$ cat config.mk
export PLATFORM = sky130hd
export DESIGN_NAME = sar_sc_ctrl
export DESIGN_NICKNAME = d
export VERILOG_FILES = /design/src/rtl/sar_sc_pkg.sv /design/src/rtl/sar_rst_sync.sv /design/src/rtl/sar_cmd_qual.sv /design/src/rtl/sar_core.sv /design/src/rtl/sar_ser_out.sv /design/src/rtl/sar_sc_ctrl.sv
export SDC_FILE = /design/constraint.sdc
export NUM_CORES = 1
export LEC_CHECK = 0
export ABC_AREA = 1
export BUFFER_PORTS_ARGS = -buffer_cell sky130_fd_sc_hd__buf_2
export CAP_MARGIN = 10
export CELL_PAD_IN_SITES_DETAIL_PLACEMENT = 1
export CELL_PAD_IN_SITES_GLOBAL_PLACEMENT = 2
export CORE_MARGIN = 2
export CORE_UTILIZATION = 33
export CTS_BUF_LIST = sky130_fd_sc_hd__clkbuf_8
export CTS_CLUSTER_SIZE = 25
export DETAILED_ROUTE_END_ITERATION = 10
export GPL_ROUTABILITY_DRIVEN = 0
export HOLD_SLACK_MARGIN = 0.1
export PLACE_DENSITY_LB_ADDON = 0.1
export SLEW_MARGIN = 20
export SYNTH_ARGS = -nofsm -noshare
export SYNTH_HDL_FRONTEND = slang
export SYNTH_HIERARCHICAL = 1
export SYNTH_SLANG_ARGS = --single-unit
$ cat constraint.sdc
create_clock -name clk -period 2.4 [get_ports clk]
set_input_delay 0.24 -clock clk [delete_from_list [all_inputs] [get_ports clk]]
set_output_delay 0.24 -clock clk [all_outputs]
set_load 0.02 [all_outputs]
$ cat src/rtl/sar_sc_pkg.sv
package sar_sc_pkg;

  typedef enum logic [1:0] {
    LEN_FULL = 2'b00,
    LEN_DROP2 = 2'b01,
    LEN_DROP3 = 2'b10,
    LEN_DROP4 = 2'b11
  } len_sel_e;

  // index of the last bit decided for a given length setting
  function automatic int unsigned stop_index(input logic [1:0] sel);
    case (len_sel_e'(sel))
      LEN_DROP2: return 2;
      LEN_DROP3: return 3;
      LEN_DROP4: return 4;
      default:   return 0;
    endcase
  endfunction

endpackage

$ cat src/rtl/sar_rst_sync.sv
module sar_rst_sync (
  input  logic clk,
  input  logic arst_n,
  output logic srst_n
);
  logic [1:0] stage_q;

  always_ff @(posedge clk or negedge arst_n) begin
    if (!arst_n) stage_q <= 2'b00;
    else         stage_q <= {stage_q[0], 1'b1};
  end

  assign srst_n = stage_q[1];
endmodule

$ cat src/rtl/sar_cmd_qual.sv
module sar_cmd_qual #(
  parameter int unsigned MIN_HIGH = 5
) (
  input  logic clk,
  input  logic rst_n,
  input  logic cmd,
  output logic start
);
  localparam int unsigned CW = $clog2(MIN_HIGH + 1);
  localparam logic [CW-1:0] CNT_MAX = CW'(MIN_HIGH);

  logic          cmd_q, cmd_d;
  logic [CW-1:0] hi_cnt_q, hi_cnt_d;

  always_comb begin
    cmd_d = cmd;
    if (cmd) hi_cnt_d = (hi_cnt_q == CNT_MAX) ? hi_cnt_q : hi_cnt_q + 1'b1;
    else     hi_cnt_d = '0;
  end

  always_ff @(posedge clk or negedge rst_n) begin
    if (!rst_n) begin
      cmd_q    <= 1'b0;
      hi_cnt_q <= '0;
    end else begin
      cmd_q    <= cmd_d;
      hi_cnt_q <= hi_cnt_d;
    end
  end

  assign start = cmd_q & ~cmd & (hi_cnt_q == CNT_MAX);
endmodule

$ cat src/rtl/sar_core.sv
module sar_core #(
  parameter int unsigned W = 16,
  localparam int unsigned PW = $clog2(W)
) (
  input  logic          clk,
  input  logic          rst_n,
  input  logic          clr,
  input  logic          start,
  input  logic          cmp,
  input  logic [PW-1:0] stop_idx,
  output logic          busy,
  output logic          dec_en,
  output logic          dec_bit,
  output logic [W-1:0]  result,
  output logic [W-1:0]  trial
);
  localparam logic [PW-1:0] TOP = PW'(W - 1);

  logic          busy_q, busy_d;
  logic [PW-1:0] ptr_q, ptr_d;
  logic [W-1:0]  res_q, res_d;
  logic          upd;

  assign dec_en  = busy_q & ~clr;
  assign dec_bit = cmp;
  assign upd     = clr | start | busy_q;

  always_comb begin
    busy_d = busy_q;
    ptr_d  = ptr_q;
    res_d  = res_q;
    if (clr) begin
      busy_d = 1'b0;
      ptr_d  = TOP;
      res_d  = '0;
    end else if (start) begin
      busy_d = 1'b1;
      ptr_d  = TOP;
      res_d  = '0;
    end else if (busy_q) begin
      res_d[ptr_q] = cmp;
      if (ptr_q == stop_idx) busy_d = 1'b0;
      else                   ptr_d  = ptr_q - 1'b1;
    end
  end

  always_ff @(posedge clk or negedge rst_n) begin
    if (!rst_n) begin
      busy_q <= 1'b0;
      ptr_q  <= TOP;
      res_q  <= '0;
    end else if (upd) begin
      busy_q <= busy_d;
      ptr_q  <= ptr_d;
      res_q  <= res_d;
    end
  end

  assign busy   = busy_q;
  assign result = res_q;
  assign trial  = busy_q ? (res_q | (W'(1) << ptr_q)) : res_q;

  // a high command leaves the core idle and empty
  assert_clear_R1: assert property (@(posedge clk) disable iff (!rst_n)
    clr |=> (!busy_q && res_q == '0));

  // every conversion begins empty with the top bit on trial
  assert_start_R2: assert property (@(posedge clk) disable iff (!rst_n)
    $rose(busy_q) |-> (res_q == '0 && ptr_q == TOP));

  // the trial position walks down by one per clock
  assert_step_R3: assert property (@(posedge clk) disable iff (!rst_n)
    (busy_q && !clr && ptr_q != stop_idx) |=> (busy_q && ptr_q == $past(ptr_q) - 1'b1));

  // the decided bit follows the comparator
  assert_keep_R3: assert property (@(posedge clk) disable iff (!rst_n)
    (busy_q && !clr) |=> (res_q[$past(ptr_q)] == $past(cmp)));

  // bits at and below the trial position are still zero
  assert_lower_R4: assert property (@(posedge clk) disable iff (!rst_n)
    busy_q |-> ((res_q << (TOP - ptr_q)) == '0));
endmodule

$ cat src/rtl/sar_ser_out.sv
module sar_ser_out (
  input  logic clk,
  input  logic rst_n,
  input  logic clr,
  input  logic dec_en,
  input  logic dec_bit,
  output logic ser_n,
  output logic sclk
);
  logic vld_q, vld_d;
  logic bit_q, bit_d;
  logic upd;

  assign upd = clr | dec_en | vld_q;

  always_comb begin
    vld_d = vld_q;
    bit_d = bit_q;
    if (clr) begin
      vld_d = 1'b0;
      bit_d = 1'b0;
    end else begin
      vld_d = dec_en;
      if (dec_en) bit_d = dec_bit;
    end
  end

  always_ff @(posedge clk or negedge rst_n) begin
    if (!rst_n) begin
      vld_q <= 1'b0;
      bit_q <= 1'b0;
    end else if (upd) begin
      vld_q <= vld_d;
      bit_q <= bit_d;
    end
  end

  assign ser_n = vld_q ? ~bit_q : 1'b1;
  assign sclk  = vld_q & ~clk;
endmodule

$ cat src/rtl/sar_sc_ctrl.sv
module sar_sc_ctrl #(
  parameter int unsigned W        = 16,
  parameter int unsigned MIN_HIGH = 5
) (
  input  logic         clk,
  input  logic         rst_n,
  input  logic         conv_cmd,
  input  logic [1:0]   len_sel,
  input  logic         tc_mode,
  input  logic         cmp_hi,
  output logic [W-1:0] dac_word,
  output logic [W-1:0] par_n,
  output logic         ser_n,
  output logic         sclk,
  output logic         busy
);
  import sar_sc_pkg::*;

  localparam int unsigned PW = $clog2(W);

  logic          srst_n;
  logic          start;
  logic          dec_en;
  logic          dec_bit;
  logic [W-1:0]  result;
  logic [PW-1:0] stop_idx;

  assign stop_idx = PW'(stop_index(len_sel));

  sar_rst_sync u_rst (
    .clk    (clk),
    .arst_n (rst_n),
    .srst_n (srst_n)
  );

  sar_cmd_qual #(.MIN_HIGH(MIN_HIGH)) u_cmd (
    .clk   (clk),
    .rst_n (srst_n),
    .cmd   (conv_cmd),
    .start (start)
  );

  sar_core #(.W(W)) u_core (
    .clk      (clk),
    .rst_n    (srst_n),
    .clr      (conv_cmd),
    .start    (start),
    .cmp      (cmp_hi),
    .stop_idx (stop_idx),
    .busy     (busy),
    .dec_en   (dec_en),
    .dec_bit  (dec_bit),
    .result   (result),
    .trial    (dac_word)
  );

  sar_ser_out u_ser (
    .clk     (clk),
    .rst_n   (srst_n),
    .clr     (conv_cmd),
    .dec_en  (dec_en),
    .dec_bit (dec_bit),
    .ser_n   (ser_n),
    .sclk    (sclk)
  );

  assign par_n = {~result[W-1] ^ tc_mode, ~result[W-2:0]};

  // a command raised mid-conversion abandons it
  assert_abort_R8: assert property (@(posedge clk) disable iff (!srst_n)
    (busy && conv_cmd) |=> (!busy && result == '0));

  // the final serial bit matches the lowest decided parallel bit
  assert_lastser_R6: assert property (@(posedge clk) disable iff (!srst_n)
    ($fell(busy) && !conv_cmd) |-> (ser_n == ~result[stop_idx]));
endmodule

==> flow_results.org, run 1 <==
** STA
- Final hold violation count :: 0
- Max-slew violation count :: 0
- Setup slack closes at around 120 ps.
- Period utilization :: 0.9492
- Setup violations remaining at the end of the flow were counted as 0.
- The clock arrives with 6.041 ps of skew.
- Setup repair after global routing could not meet its margin everywhere.
- The routed design could run at a clock period as short as approximately 2300 ps.
- Peak clock frequency supported by timing :: roughly 440 MHz

** Die
- # IOs :: 42
- Measured along the x axis, the die boundary spans 75.68 µm.
- In this run the core area contains 26 standard-cell rows.
- Initial Util :: 0.3362
- The die covers ~0.0057 mm².
- Die Ht :: 75.68 µm
- In this run the standard cell core region covers roughly 0.0050 mm².

** Setup path
- CP Class :: reg2out
- Worst setup EP type :: primary output
- The worst setup path is launched from a flip-flop.
- CP arrival :: just over 2000 ps
- Endpoint required time on the critical path :: between 2000 and 2500 ps
- CP Max Fanout :: 5

** Detailed routing
- After the first detailed-routing iteration, the DRC count stood at 22.
- After detailed routing, the number of vias per cell comes to 4.581.
- # DRC :: 0
- Wires add up to between 4000 and 5000 µm.
- DRT Pass-1 Iters :: 4
- Detailed-route wire length per cell :: 12.38 µm
- Post-detailed-route count of antenna-violating nets :: 0
- For this block, the via count after detailed routing is around 1,600.

** Layout
- Fill cells in the final layout number roughly 660.
- Most common cell after layout, fill and taps aside :: inv_1
- The finished cells cover around 0.0022 mm².
- In the final layout, the share of cells above drive strength 1 is 0.2883.
- At the end of the flow, the number of nets in the layout was approximately 300.
- From synthesis to final layout, the design area changed by 27.82%.
- 0 antenna diodes ended up in the layout.
- Commonest cells after routing, fill and taps aside :: 54 x inv_1, 41 x buf_2, 33 x nand2_1
- Leaving out filler cells and counting taps, the final layout contains ~350.

** Synth
- After synthesis the cells add up to between 0.0015 and 0.002 mm².
- The Yosys step of the flow raised 6 warnings.
- Number of unique standard cell types used by synthesis :: 20
- Counting flops and latches in the post-synthesis netlist gives 29.
- In this run the mean area of a mapped cell was 7.502 µm².
- The share of the Yosys chip area taken by registers is 0.4310.
- In the synthesized netlist, the number of instances is 226.

** Power
- Portion of total power attributed to sequential cells :: 0.421
- Switching portion of total power :: 0.2660
- Of the total power, the clock network draws 0.471.
- Comb pwr share :: 0.108
- The worst-case IR drop observed on VDD is around 0.00032 V.
- The analysis attributes to net switching a power of roughly 0.00033 W.
- For this design the ratio of total power to cell area is around 570 mW/mm².
- Internal power comes to slightly above 0.0009 W.
- Tot Pwr :: around 0.0012 W
- Static power due to leakage :: about 1.2 nW

** Clocking
- Clock latency of the later-clocked register in the worst-skew pair :: a little under 400 ps
- TritonCTS clock tree :: done
- Clock-pin slew was measured on the worst setup and hold paths at around 60 ps.

** Placement
- Number of I/O port buffers :: 41
- Sum of net half-perimeters after detailed placement :: 3282 µm
- The number of placed instances, taps included, is about 340.
- Prior to clock tree synthesis, the placed netlist has a worst setup slack of between 500 and 600 ps.
- Placed Area :: slightly below 0.002 mm²

** Global route
- Entering global routing, the biggest net connects 28 pins.
- The number of antenna violations at the first check in global routing is 0.
- Vias in the first global route :: between 1,500 and 2,000
- In the global route stage, overall resource usage came out at 0.1730.
- The first global-routing pass estimated 7203 µm of wire.
- Overall overflow remaining after global route :: 0

** Flow run
- The tool flagged a number of max-cap violations equal to 0.

** Outcome
- The run finished with clean final reports.

** Min path
- The tightest min-delay check is of the in2reg type.
## routing by layer
metal	global-route usage	part of all wire
met5	0	0
met4	0.08967	0.018
met3	0.04762	0.043
met2	0.2744	0.48
met1	0.2154	0.46
## synthesized netlist by cell type (all sizes together)
cell / n / area share
conb: 2 / 0.0044
nand3: 13 / 0.041
clkinv: 4 / 0.012
buf: 4 / 0.013
or2: 1 / 0.0037
inv: 57 / 0.13
dfrtp: 25 / 0.37
dfstp: 4 / 0.062
nor2: 11 / 0.033
o21ai: 1 / 0.0029
ha: 9 / 0.066
a21oi: 17 / 0.050
nand2: 42 / 0.11
nand4: 4 / 0.015
nor3: 32 / 0.094
## cell type report
cell class | instances | area [µm²] | share of cell area
well taps | 70 | 87.58 | 0.04042
clock buffers | 11 | 142.6 | 0.06582
inverters | 61 | 237.7 | 0.1097
multi-input cells | 133 | 715.7 | 0.3303
flip-flops and latches | 29 | 730.7 | 0.3372
clock inverters | 1 | 5.005 | 0.002309
repair buffers | 46 | 247.7 | 0.1143
## kinds of logic after synthesis
logic type	Yosys count	share of synthesized area
simple gates	103	0.2937
compound gates	18	0.05313
buf+inv	65	0.1513
flops	29	0.4310
other cells	2	0.004430
fa+ha+maj	9	0.06642
## sequential cells by signal, summed over array words and instances (netlist names)
register	cells
u_ser/bit_q	1
u_core/ptr_q	4
u_ser/vld_q	1
u_cmd/hi_cnt_q	3
u_core/result	16
u_cmd/cmd_q	1
u_rst/stage_q	2
u_core/busy	1
## per-stage QoR
stage                     utilization  setup TNS (ps)  hold slack [ps]
final                          0.4298               0            119.5
after CTS                      0.4223               0            116.4
after detailed placement       0.3921               0            27.69
after global placement         0.3921               0            24.76
after global routing           0.4298          -56.13            104.9
after floorplan                     -               0           -55.59
## critical path, stage by stage (launching register included)
cell and delay [ps]:
dfstp_2 600, clkinvlp_4 150, ha_1 230, nand2_2 140, clkinv_2 120, a21oi_1 200, inv_1 50, buf_2 150
## worst paths after layout
path                                   from          endpoint  slack, ps  depth (start not counted)
setup / recovery            u_core/ptr_q[0]       dac_word[6]        120                          7
hold / removal                     conv_cmd       u_cmd/cmd_q        120                          1
setup reg to reg            u_core/ptr_q[0]  u_core/result[2]        770                          6
hold reg to reg            u_rst/stage_q[1]  u_core/result[3]        230                          1
max in group asynchronous  u_rst/stage_q[1]   u_core/ptr_q[0]       1850                          1
min in group asynchronous             rst_n  u_rst/stage_q[1]        160                          2
## power by group through the flow
stage | clock network [W] | registers [W] | logic (W)
global placement | 0.000000266 | 0.000530 | 0.000133
CTS | 0.000599 | 0.000521 | 0.000135
detailed placement | 0.000000266 | 0.000530 | 0.000133
global route | 0.000624 | 0.000523 | 0.000152
floorplan | 0.000000238 | 0.000532 | 0.0000896
finish | 0.000583 | 0.000521 | 0.000133
## what timing repair did
action	CTS	global route
resized for setup	0	2
endpoints found under the setup margin	0	7
endpoints found under the hold margin	2	0
buffers inserted	0	4
hold buffers	1	0
No activity file was read; power rests on OpenSTA's default activity.
==> inputs of run 2 (changes only) <==
- clock period: 2.4 -> 2.92 ns (I/O delays scaled with it)
==> flow_results.org, run 2 (synthesized netlist as in run 1, its figures left out) <==
** STA
- Slew @ Worst Pin :: 571.4 ps
- The final max-slew violation count was 0 (unchanged).
- Unrepaired setup endpoints after global routing: no (was yes).
- Final hold violation count :: 0 (unchanged)
- For this run, the top clock speed supported by timing is about 430 MHz.
- In this run the tightest slew margin relative to its limit is 0.6191.
- The post-route worst setup slack is 598.0 ps (was 122.0 ps).
- Setup skew after layout :: 3.014 ps (was 6.041 ps)
- The number of setup violations in the final report was 0 (unchanged).
- Accumulated negative setup slack :: 0 ps (unchanged)
- Minimum clock period :: ~2300 ps
- In the finished design, the share of the clock period the worst path needs comes to 0.7952.

** Power
- The overall power was 0.001069 W (was 0.001238 W).
- Power per standard cell area :: 498.3 mW/mm² (was 571.1 mW/mm²)
- VDD IR max :: 0.0001978 V (was 0.0003200 V)
- The leakage power was 1.232 nW (was 1.235 nW).

** Detailed routing
- The total DRC errors in the routed layout was 0 (unchanged).
- Wire length after detailed routing :: 4329 µm (was 4346 µm)
- Post-detailed-route count of antenna-violating nets :: 0 (unchanged)
- The detailed-route wire length per cell was 12.48 µm (was 12.38 µm).
- Number of vias per cell :: 4.484 (was 4.581)
- The total vias in the final route is 1,556 (was 1,608).
- Number of DRC violations after detailed-routing iteration 0 :: 57 (was 22)
- The length of the first detailed-routing pass in iterations came to 5 (was 4).

** Clocking
- Clock latency of the later-clocked register in the worst-skew pair :: 380 ps (was 390 ps)
- TritonCTS clock tree :: done (unchanged)
- The clock transition at the register clock pins on the worst setup and hold paths after CTS was 60 ps (about the same).

** Layout
- Utilization after layout :: 0.4256 (was 0.4298)
- Diode insertion count for antenna repair :: 0 (unchanged)
- The number of nets in the layout came to 292 (was 296).
- Area Growth Syn to Fin :: 26.57% (was 27.82%)
- The most frequent standard cell in the layout excluding fill and tap cells is inv_1 (unchanged).
- The number of filler cells placed in the layout is 666 (was 662).
- Post-Layout Cell Count :: 347 (was 351)
- Number of flip-flops under the largest register name :: 16 (unchanged)
- Commonest cells after routing, fill and taps aside :: 56 x inv_1, 41 x buf_2, 33 x nand2_1 (was 54 x inv_1, 41 x buf_2, 33 x nand2_1)
- Share of cells above drive strength 1 :: 0.2708 (was 0.2883)

** Global route
- The total global routing overflow came to 0 (unchanged).
- The via count of the first global-routing pass is 1,611 (was 1,522).
- Antenna violations before repair :: 0 (unchanged)
- The largest net degree at the start of global routing is 25 (was 28).
- The overall track demand over capacity in global routing is 0.1736 (was 0.1730).
- The global-route wire length before repair was 7203 µm (unchanged).

** Min path
- The worst hold path stage count was 1 (unchanged).
- Startpoint of the most critical hold path :: conv_cmd (unchanged)
- Endpoint with the worst hold slack :: u_cmd/cmd_q (unchanged)
- The class of the tightest hold or removal check is in2reg (unchanged).

** Die
- The I/O pin count is 42 (unchanged).
- The die outline height is 75.68 µm (unchanged).
- Die Width :: 75.68 µm (unchanged)
- The floorplan row count is 26 (unchanged).
- The area of the core is 0.005042 mm² (unchanged).
- Total Die Area :: 0.005727 mm² (unchanged)
- Initial Util :: 0.3362 (unchanged)

** Setup path
- Reg2Reg Depth :: 6 (unchanged)
- The category of the most critical setup path is reg2out (unchanged).
- Terminus of the critical flop-to-flop path :: u_core/result[8] (was u_core/result[2])
- Crit path from :: u_core/ptr_q[0] (unchanged)
- Start of the worst register-to-register path :: u_core/ptr_q[0] (unchanged)
- The data required time at the worst endpoint came to 2630 ps (was 2160 ps).
- The data arrival time at the worst-slack endpoint was 2030 ps (was 2040 ps).
- CP Max Fanout :: 7 (was 5)
- Setup crit start kind :: flip-flop (unchanged)
- Worst setup EP type :: primary output (unchanged)
- The register-to-register path setup slack came to 1290 ps (was 770 ps).

** Outcome
- Outcome :: completed (unchanged)

** Placement
- Sum of net half-perimeters after detailed placement :: 3280 µm (was 3282 µm)
- Place WS :: 944.0 ps (was 531.7 ps)
- The number of buffers inserted by port buffering came to 41 (unchanged).
- The placed cell count was 335 (unchanged).

** Flow run
- The reported max-cap violation count is 0 (unchanged).
==> run 2: cell count changes in the layout (fill, tap and decap cells not counted), sizes merged <==
cell	change
clkinvlp	-1
clkbuf	-1
buf	-4
clkinv	-1
inv	+2
bufinv	+1
==> run 2: report_power, final <==
group	internal [W]	switching (W)	total [W]	leakage [nW]
Clock	0.000361	0.000172	0.000533	0.0920
Sequential	0.000416	0.0000190	0.000435	0.381
Combinational	0.0000305	0.0000710	0.000102	0.759
Total	0.000807	0.000262	0.00107	1.23
==> run 2: what timing repair did <==
action | in CTS | in global routing
buffers inserted | 0 | 0
hold buffers | 1 | 0
endpoints found under the hold margin | 2 | 0
resized for setup | 0 | 0
==> run 2: layer usage <==
layer | share of wire | GRT usage
met5 | 0 | 0
met3 | 0.041 | 0.04497
met4 | 0.019 | 0.08382
met1 | 0.46 | 0.2097
met2 | 0.48 | 0.2879
==> run 2: area by class of cell <==
class,instances,area (µm²),share of cell area
flip-flops and latches,29,732.0,0.3411
multi-input cells,133,711.9,0.3318
inverters,61,234.0,0.1090
repair buffers,42,217.7,0.1015
clock buffers,10,128.9,0.06006
well taps,70,87.58,0.04082
clock inverters,2,33.78,0.01574
==> run 2: worst max path at each step <==
stage	cells after the start	slack [ps]	endpoint
after floorplan	1	880	sclk
after global placement	2	940	sclk
after detailed placement	2	940	sclk
after CTS	7	580	dac_word[2]
after global routing	7	430	dac_word[6]
final	7	600	dac_word[8]
==> run 2: through the flow <==
stage,area [µm²],hold slack (ps)
floorplan,1699,-3.591
global placement,1977,77.34
detailed placement,1977,79.62
CTS,2145,169.6
global route,2146,172.9
finish,2146,171.7
==> run 2: worst max-delay path, stage by stage, from the launching register on <==
cell and delay [ps]:
dfstp_2 580, inv_1 150, ha_1 250, nand2_2 130
clkinv_2 120, a21oi_1 210, inv_1 50, buf_2 150
==> inputs of run 3 (changes only) <==
- ABC_AREA: 1 -> 0
- clock period: 2.92 -> 2.29 ns (I/O delays scaled with it)
==> flow_results.org, run 3 <==
** Outcome
- Outcome: completed (unchanged).

** Die
- The full die area was 0.005659 mm² (was 0.005727 mm²).
- Die Ht :: 75.23 µm (was 75.68 µm)
- The initial core utilization was 0.3475 (was 0.3362).
- # IOs :: 42 (unchanged)
- The floorplan row count was 25 (was 26).
- Die Width :: 75.23 µm (was 75.68 µm)
- The area of the core came to 0.004817 mm² (was 0.005042 mm²).

** Detailed routing
- Post-detailed-route count of antenna-violating nets :: 0 (unchanged)
- The total DRC errors in the routed layout was 0 (unchanged).
- The number of design-rule violations left by the first detailed-router iteration came to 44 (was 57).
- The total vias in the final route is 1,371 (was 1,556).
- The length of the first detailed-routing pass in iterations came to 4 (was 5).
- The detailed-route vias per instance is 4.728 (was 4.484).
- The detailed-route wire length per cell came to 14.75 µm (was 12.48 µm).
- The overall routed net length came to 4277 µm (was 4329 µm).

** Global route
- The via count of the first global-routing pass came to 1,417 (was 1,611).
- Antenna violations before repair :: 0 (unchanged)
- Global-route wire length before repair :: 6699 µm (was 7203 µm)
- Overall overflow remaining after global route :: 0 (unchanged)
- The largest net degree at the start of global routing is 28 (was 25).
- The overall track demand over capacity in global routing was 0.1654 (was 0.1736).

** STA
- Accumulated negative setup slack :: 0 ps (unchanged)
- The final max-slew violation count was 0 (unchanged).
- Static timing analysis puts the maximum clock frequency at 459.7 MHz.
- The measured slew at the worst slew-check pin came to 547.4 ps (was 571.4 ps).
- The post-route worst setup slack was 114.6 ps (was 598.0 ps).
- The final hold violation count was 0 (unchanged).
- The post-route clock skew is 2.376 ps (was 3.014 ps).
- Worst rel slew slack :: 0.6351 (was 0.6191)
- Minimum clock period :: 2175 ps
- In the finished design, the share of the clock period the worst path needs comes to 0.9500.
- Finish-stage setup viols :: 0 (unchanged)
- The worst hold slack after final layout is 161.9 ps (was 171.7 ps).
- Unrepaired setup endpoints after global routing: no (unchanged).

** Layout
- The layout cell share with drive strength beyond 1 came to 0.2960 (was 0.2708).
- The total area of multi-input combinational cells came to 827.0 µm² (was 711.9 µm²).
- The number of flip-flops under the largest register name is 16 (unchanged).
- Final #Nets :: 238 (was 292)
- The total inserted antenna cells is 0 (unchanged).
- The number of filler cells placed in the layout is 597 (was 666).
- The area of all sequential standard cells came to 730.7 µm² (was 732.0 µm²).
- Commonest cells after routing, fill and taps aside: 41 x buf_2, 25 x dfrtp_1, 24 x inv_1 (was 56 x inv_1, 41 x buf_2, 33 x nand2_1).
- The post-layout instance area came to 0.002085 mm² (was 0.002146 mm²).
- Area Growth Syn to Fin :: 24.51% (was 26.57%)
- Most common cell after layout, fill and taps aside :: buf_2 (was inv_1)

** Synth
- Synthesized-area fraction occupied by adder cells :: 0.06726 (was 0.06642)
- Number of cells produced by synthesis :: 176 (was 226)
- The number of warnings issued by yosys was 6 (unchanged).
- The share of the yosys chip area belonging to registers came to 0.4365 (was 0.4310).
- The top cell type's share of synthesized area was 0.3737 (was 0.3690).
- Commonest cells in the netlist :: 25 x dfrtp_1, 23 x inv_1, 20 x nor2_1, 18 x mux2i_1, 12 x nand2b_1 (was 55 x inv_1, 33 x nand2_1, 32 x nor3_1, 25 x dfrtp_1, 17 x a21oi_1)
- The xor/xnor cell area share of the yosys netlist came to 0.03139 (was 0).
- Mean Syn Cell Area :: 9.512 µm² (was 7.502 µm²)
- The most common flop cell mapped by yosys is dfrtp_1 (unchanged).
- The mux contribution to synthesized area is 0.1076 (was 0).
- Top cells by area in the synthesized netlist: dfrtp_1 37%, mux2i_1 11%, ha_1 6.7%, dfstp_2 6.3%, inv_1 5.2% (was dfrtp_1 37%, inv_1 12%, nor3_1 9.4%, nand2_1 7.3%, ha_1 6.6%).
- The most common cell in the synthesized netlist is dfrtp_1 (was inv_1).
- Largest family of logic cells by synthesized area :: simple AND/OR/NAND/NOR gates (unchanged)
- Synthesized-area fraction occupied by ao, oa, aoi and oai cells :: 0.04858 (was 0.05314)
- Number of flops mapped to enable cells by yosys :: 0 (unchanged)
- FF+latch count, synth :: 29 (unchanged)
- Total standard cell area after synthesis :: 0.001674 mm² (was 0.001695 mm²)
- When the netlist entered floorplanning its net count stood at between 150 and 200.
- The cell type with the highest aggregate area in the netlist is dfrtp_1 (unchanged).
- The post-synthesis simple-gate area fraction was 0.2317 (was 0.2937).
- Number of unique standard cell types used by synthesis :: 32 (was 20)
- Share of flip-flops with an asynchronous set or reset :: 1.000 (unchanged)

** Power
- The leakage power is 1.101 nW (was 1.232 nW).
- The overall power was 0.001126 W (was 0.001069 W).
- The worst supply voltage drop on vdd came to 0.0002919 V (was 0.0001978 V).
- Power per standard cell area :: 540.2 mW/mm² (was 498.3 mW/mm²)

** Setup path
- Worst setup EP type :: primary output (unchanged)
- The maximum fanout count along the critical path was 6 (was 7).
- The data arrival time at the worst-slack endpoint came to 1950 ps (was 2030 ps).
- Register-to-register path setup slack :: 560 ps (was 1290 ps)
- The data required time at the worst endpoint is 2060 ps (was 2630 ps).
- CP Class :: reg2out (unchanged)
- Setup crit start kind :: flip-flop (unchanged)

** Clocking
- Reg clk slew, reported paths :: 60 ps (about the same)
- The clock insertion delay at the later pin of the skew report came to 370 ps (was 380 ps).
- The CTS tree is done (unchanged).

** Placement
- The estimated wirelength of the detail-placed design came to 3059 µm (was 3280 µm).
- The worst-case setup slack after placement was 488.5 ps (was 944.0 ps).
- Placed Area :: 0.001936 mm² (was 0.001977 mm²)
- Number of I/O port buffers :: 41 (unchanged)

** Flow run
- The reported max-cap violation count was 0 (unchanged).

** Min path
- Worst min path class :: in2async (was in2reg)
run 3: changes by cell type in the layout (fill, tap and decap cells not counted), moves of 9 or more:
cell and delta:
nand2b_1 +12, nand2_1 -28, nor3_1 -29, mux2i_1 +18, nor2_1 +11, nand2_2 -9
inv_1 -32, a21oi_1 -14
run 3: final cells by class:
| class | count | share of cell area |
|---|---|---|
| timing repair buffer | 43 | 0.1092 |
| tap | 67 | 0.04022 |
| clock buffer | 9 | 0.05522 |
| multi-input combinational | 116 | 0.3968 |
| clock inverter | 3 | 0.006603 |
| sequential | 29 | 0.3505 |
| inverter | 23 | 0.04142 |
run 3: report_power, final:
part	total [W]	switching [W]	internal [W]
Clock	0.000525	0.000209	0.000316
Sequential	0.000528	0.00000718	0.000521
Combinational	0.0000730	0.0000491	0.0000239
Total	0.00113	0.000265	0.000861
run 3: kinds of logic after synthesis:
group,count (synthesis)
AND/OR/NAND/NOR,71
adder cells (fa/ha/maj),9
AO/OA/AOI/OAI,10
multiplexers,18
other,2
flip-flops,29
XOR/XNOR,6
buffers and inverters,31
run 3: what timing repair did:
action / in CTS / in global routing
setup endpoints to repair: 0 / 2
endpoints found under the hold margin: 3 / 0
hold buffers: 2 / 0
buffers inserted: 0 / 0
gates resized for setup: 0 / 2
run 3: path summary, 6_finish.rpt:
| kind | startpoint | to | depth (start not counted) |
|---|---|---|---|
| setup / recovery | u_core/ptr_q[1] | dac_word[1] | 5 |
| hold / removal | rst_n | u_rst/stage_q[0] | 2 |
| setup reg to reg | u_cmd/hi_cnt_q[0] | u_core/ptr_q[2] | 5 |
| hold reg to reg | u_rst/stage_q[1] | u_core/result[13] | 1 |
| max in group asynchronous | u_rst/stage_q[1] | u_core/ptr_q[3] | 1 |
| min in group clk | cmp_hi | u_core/result[8] | 3 |
run 3: metal layers:
layer  up-vias  global-route usage  routed length [µm]
met1       680              0.1953                1823
met4         0             0.08577                  77
met2        31              0.2739                2213
li1        652                   -                   -
met3         8             0.04685                 163
met5         -                   0                   0
run 3: critical path: stages, from the launching register on:
cell and delay, ps:
dfstp_2 590, inv_1 90, ha_1 230, and3b_1 220, or2_2 270, buf_2 160
run 3: per-stage QoR:
step / std cells / util
floorplan: 176 / -
global placement: 277 / 0.4018
detailed placement: 277 / 0.4018
CTS: 290 / 0.4317
global route: 290 / 0.4327
finish: 290 / 0.4327
